File: src/rtl/ebus_arb_pkg.sv
package ebus_arb_pkg;
  localparam int unsigned DRV_ADDR   = 0;
  localparam int unsigned DRV_DATA   = 1;
  localparam int unsigned DRV_DIR    = 2;
  localparam int unsigned DRV_STROBE = 3;
  localparam int unsigned DRV_COUNT  = 4;

  typedef struct packed {
    logic owns;    // core owns the bus
    logic in_acc;  // core is mid-access while owning
  } arb_state_t;

  localparam arb_state_t ARB_RESET = '{owns: 1'b1, in_acc: 1'b0};
endpackage

File: src/rtl/ebus_req_sync.sv
module ebus_req_sync #(
  parameter int unsigned STAGES = 2
) (
  input  logic clk,
  input  logic rst_n,
  input  logic req_n_async,
  output logic req_seen
);
  localparam int unsigned LAST = STAGES - 1;

  logic [STAGES-1:0] stg_q;
  logic [STAGES-1:0] stg_d;

  generate
    if (STAGES == 1) begin : g_single
      always_comb stg_d = req_n_async;
    end else begin : g_chain
      always_comb stg_d = {stg_q[STAGES-2:0], req_n_async};
    end
  endgenerate

  always_ff @(posedge clk or negedge rst_n) begin
    if (!rst_n) stg_q <= '1;
    else        stg_q <= stg_d;
  end

  assign req_seen = ~stg_q[LAST];
endmodule

File: src/rtl/ebus_owner.sv
module ebus_owner
  import ebus_arb_pkg::*;
(
  input  logic clk,
  input  logic rst_n,
  input  logic core_need,
  input  logic req_seen,
  output logic owns,
  output logic clk_en
);
  arb_state_t st_q;
  arb_state_t st_d;
  logic       yield;

  // Hand over only at a fresh bus-need point, never mid-access.
  always_comb yield = st_q.owns & req_seen & core_need & ~st_q.in_acc;

  always_comb begin
    st_d = st_q;
    if (st_q.owns) begin
      st_d.owns   = ~yield;
      st_d.in_acc = core_need & ~yield;
    end else begin
      st_d.owns   = ~req_seen;
      st_d.in_acc = 1'b0;
    end
  end

  always_ff @(posedge clk or negedge rst_n) begin
    if (!rst_n) st_q <= ARB_RESET;
    else        st_q <= st_d;
  end

  assign owns   = st_q.owns;
  assign clk_en = ~core_need | (st_q.owns & ~yield);
endmodule

File: src/rtl/ebus_drv_en.sv
module ebus_drv_en #(
  parameter int unsigned NUM_DRV = 4
) (
  input  logic               owns,
  output logic [NUM_DRV-1:0] oe
);
  generate
    for (genvar g = 0; g < NUM_DRV; g++) begin : g_drv
      assign oe[g] = owns;
    end
  endgenerate
endmodule

File: src/rtl/ebus_arbiter.sv
module ebus_arbiter
  import ebus_arb_pkg::*;
#(
  parameter int unsigned SYNC_STAGES = 2,
  parameter int unsigned NUM_DRV     = DRV_COUNT
) (
  input  logic               clk,
  input  logic               rst_n,
  input  logic               core_need,
  input  logic               ext_req_n,
  output logic               core_owns,
  output logic               core_owns_n,
  output logic               core_clk_en,
  output logic [NUM_DRV-1:0] drv_oe
);
  logic req_seen;

  ebus_req_sync #(.STAGES(SYNC_STAGES)) u_sync (
    .clk        (clk),
    .rst_n      (rst_n),
    .req_n_async(ext_req_n),
    .req_seen   (req_seen)
  );

  ebus_owner u_owner (
    .clk      (clk),
    .rst_n    (rst_n),
    .core_need(core_need),
    .req_seen (req_seen),
    .owns     (core_owns),
    .clk_en   (core_clk_en)
  );

  ebus_drv_en #(.NUM_DRV(NUM_DRV)) u_drv (
    .owns(core_owns),
    .oe  (drv_oe)
  );

  assign core_owns_n = ~core_owns;
endmodule

File: config.mk
export PLATFORM = sky130hd
export DESIGN_NAME = ebus_arbiter
export DESIGN_NICKNAME = d
export VERILOG_FILES = /design/src/rtl/ebus_arb_pkg.sv /design/src/rtl/ebus_req_sync.sv /design/src/rtl/ebus_owner.sv /design/src/rtl/ebus_drv_en.sv /design/src/rtl/ebus_arbiter.sv
export SDC_FILE = /design/constraint.sdc
export NUM_CORES = 1
export LEC_CHECK = 0
export ABC_AREA = 1
export BUFFER_PORTS_ARGS = -buffer_cell sky130_fd_sc_hd__buf_2
export CAP_MARGIN = 5
export CORE_AREA = 2 2 39 41
export DETAILED_ROUTE_END_ITERATION = 16
export DIE_AREA = 0 0 41 43
export GPL_ROUTABILITY_DRIVEN = 1
export GPL_TIMING_DRIVEN = 0
export PLACE_DENSITY_LB_ADDON = 0.15
export SYNTH_ARGS = -nofsm -noshare
export SYNTH_HDL_FRONTEND = slang
export SYNTH_SLANG_ARGS = --single-unit
File: constraint.sdc
create_clock -name clk -period 1.8 [get_ports clk]
set_clock_uncertainty 0.15 [all_clocks]
set_input_delay 0.09 -clock clk [delete_from_list [all_inputs] [get_ports clk]]
set_output_delay 0.09 -clock clk [all_outputs]
set_load 0.03 [all_outputs]
==> impl_table.tex <==
\begin{tabular}{lr}
\hline
Metric & Value \\
\hline
\multicolumn{2}{l}{\textbf{Floorplanning}} \\
Initial standard-cell utilization of the core & 0.124 \\
Die span in x & 41 um \\
Die Area & 0.00176 mm\^{}2 \\
Y dimension of the die & 43 um \\
I/O pin cnt & 11 \\
\# rows & 14 \\
Floorplan Core Area & 0.00138 mm\^{}2 \\
\multicolumn{2}{l}{\textbf{Cells and area}} \\
Final cell utilization of the core & 0.215 \\
Design Area, Final & 298 um\^{}2 \\
Filler instances & 152 \\
Leading cell type in the layout, fill and taps excluded & buf\_2 \\
Most used cells in the layout excluding fill and tap cells & 10 x buf\_2, 4 x buf\_4, 3 x clkbuf\_4, 3 x dlygate4sd3\_1, 3 x dfstp\_2 \\
Area growth from synthesis to layout & 73.7\% \\
Number of nets at the end of the flow & 37 \\
Fraction of final layout cells sized beyond drive strength 1 & 0.719 \\
Count of inserted antenna diode cells & 0 \\
\multicolumn{2}{l}{\textbf{Detailed routing}} \\
Remaining antenna violation count after routing & 0 \\
Violation count after the first detailed-route iteration & 1 \\
Post-detailed-route wirelength per cell & 7.35 um \\
Final routed wirelength across all metal layers & 353 um \\
Pre-Repair DR Iteration Count & 2 \\
Via density per instance & 3.23 \\
Count of unresolved DRC violations after routing & 0 \\
Via count of the routed design & 155 \\
\multicolumn{2}{l}{\textbf{Timing}} \\
Maximum clock frequency & 0.687 GHz \\
Setup repair after global routing missed its margin & false \\
Sum Neg Setup Slack & 0 ns \\
Slew HR & 0.897 \\
Period Utilization, post-route & 0.809 \\
Final worst hold slack & 0.0320 ns \\
Final Slew Violations & 0 \\
Hold Violations, Final & 0 \\
Shortest clock period the worst path allows after layout & 1.46 ns \\
Least-Margin Pin Slew & 0.155 ns \\
Final setup viols & 0 \\
\multicolumn{2}{l}{\textbf{Clocking}} \\
Max clock buf depth & 2 \\
Num CTS Buffers & 3 \\
H-tree level count & 1 \\
Number of sinks on the clock net & 4 \\
Clock tree from TritonCTS & yes \\
Clock transition at the registers of the reported paths & 0.04 ns \\
Clock root buffer & clkbuf\_4 \\
Clock network latency to the later pin of the worst-skew pair & 0.24 ns \\
\multicolumn{2}{l}{\textbf{Synth}} \\
Gate count of the mapped netlist & 15 \\
Dominant combinational cell family by area after synthesis & buffers and inverters \\
Number of distinct standard cells referenced by the synthesized netlist & 10 \\
Biggest area contributors in the synthesized netlist & dfstp\_2 46\%, buf\_4 18\%, dfrtp\_1 15\% \\
Netlist area before placement & 171 um\^{}2 \\
XOR/XNOR Fraction of Synth Area & 0 \\
Share of the synthesized area in the top cell type & 0.460 \\
Seq cells post-synth & 4 \\
Synthesized area per cell & 11.4 um\^{}2 \\
Adder-cell share of the synthesized area & 0 \\
Total number of yosys warnings & 0 \\
Complex-gate fraction of the synthesized area & 0.0584 \\
Library cell occupying the most area in the post-synthesis netlist & dfstp\_2 \\
Fraction of synthesized area in multiplexers & 0 \\
Share of the yosys chip area belonging to registers & 0.606 \\
Net count after synthesis & 19 \\
Post-synthesis share of cell area spent on and, or, nand and nor gates & 0.117 \\
\multicolumn{2}{l}{\textbf{Placement}} \\
Standard cell area after detailed placement & 241 um\^{}2 \\
Count of buffers from port buffering & 10 \\
Global placer's final weighted congestion & 0.613 \\
\multicolumn{2}{l}{\textbf{Global routing}} \\
Pin count of the biggest net entering global routing & 8 \\
Total global-route track usage & 0.0544 \\
Global-route wire length before repair & 552 um \\
Initial antenna violation count & 0 \\
Number of global-route vias before repair & 162 \\
Total gr overflow & 0 \\
\multicolumn{2}{l}{\textbf{Setup path}} \\
Data required time at the worst endpoint & 1.56 ns \\
Critical Path End Type & output port \\
Worst EP arrival & 1.22 ns \\
Setup crit start kind & register \\
Path depth of the worst reg2reg path & 2 \\
Reg2Reg Setup Slack & 0.76 ns \\
Top fanout value on the critical path & 7 \\
Start-to-end type of the worst setup path & reg -> out \\
\multicolumn{2}{l}{\textbf{Run status}} \\
Run status & finished, final reports clean \\
\multicolumn{2}{l}{\textbf{Min path}} \\
HP Class & in -> async \\
\multicolumn{2}{l}{\textbf{Power and ir drop}} \\
Total power consumption of the routed design & 312 uW \\
Cell leakage power & 0.000146 uW \\
Power Density & 1050 mW/mm\^{}2 \\
Peak supply drop & 0.281 mV \\
\multicolumn{2}{l}{\textbf{Flow run}} \\
Count of max-cap constraint violations & 0 \\
\hline
\end{tabular}
[sequential cells by signal, indices dropped and copies added (netlist names)]
signal,cells
u_sync.stg_q,2
u_owner.owns,1
u_owner.st_q,1
[per-layer routing]
metal / vias to the layer above / wire length, um / track usage / part of all wire
li1: 76 / - / - / -
met5: - / 0 / 0 / 0
met4: 0 / 0 / 0.100 / 0
met1: 73 / 104 / 0.0260 / 0.29
met3: 0 / 29 / 0.0157 / 0.082
met2: 6 / 219 / 0.0875 / 0.62
[cells by family (layout without fill, tap and decap cells)]
logic type	count (synthesis)	count (layout)
simple gates	3	3
buf+inv	6	23
flops	4	4
compound gates	2	2
[metrics by stage]
step,worst slack [ns],cells
global route,0.285,48
CTS,0.317,48
floorplan,0.264,15
detailed placement,0.585,41
finish,0.345,48
global placement,0.614,41
[synth_stat cells]
master	instances
a21oi_1	1
buf_4	4
dfrtp_1	1
dfstp_2	3
inv_1	1
inv_2	1
nor2_1	1
nor2_2	1
nor3_2	1
o21ai_1	1
[what timing repair did]
action | 4_1_cts | 5_1_grt
buffers inserted | 0 | 0
hold endpoints to repair | 7 | 0
hold buffers | 3 | 0
gates resized for setup | 0 | 0
setup endpoints to repair | 0 | 0
[critical path, cell delays in order (launching register included)]
cell and delay [ns]:
dfstp_2 0.58, inv_2 0.06, o21ai_1 0.13, buf_2 0.21
[area by class of cell]
class,instances,area (um^2),share of cell area
clock buffer,4,26.3,0.0882
inverter,2,7.51,0.0252
timing repair buffer,13,80.1,0.269
buffer,4,30.0,0.101
sequential,4,104,0.349
multi-input combinational,5,30.0,0.101
tap,16,20.0,0.0672
[report_power, final]
part	internal, uW	leakage (uW)	switching [uW]
clock network	83.4	0.0000150	40.2
registers	101	0.0000447	6.21
logic	32.2	0.0000866	49.6
[worst paths after layout]
| check | endpoint | start |
|---|---|---|
| setup / recovery | core_clk_en | u_owner.owns$_DFF_PN1_ |
| hold / removal | u_owner.st_q[0]$_DFF_PN0_ | rst_n |
| setup reg to reg | u_owner.st_q[0]$_DFF_PN0_ | u_owner.owns$_DFF_PN1_ |
| hold reg to reg | u_sync.stg_q[1]$_DFF_PN1_ | u_sync.stg_q[0]$_DFF_PN1_ |
| max in group asynchronous | u_sync.stg_q[1]$_DFF_PN1_ | rst_n |
| min in group clk | u_sync.stg_q[1]$_DFF_PN1_ | u_sync.stg_q[0]$_DFF_PN1_ |
Power figures use the tool's default switching activity.
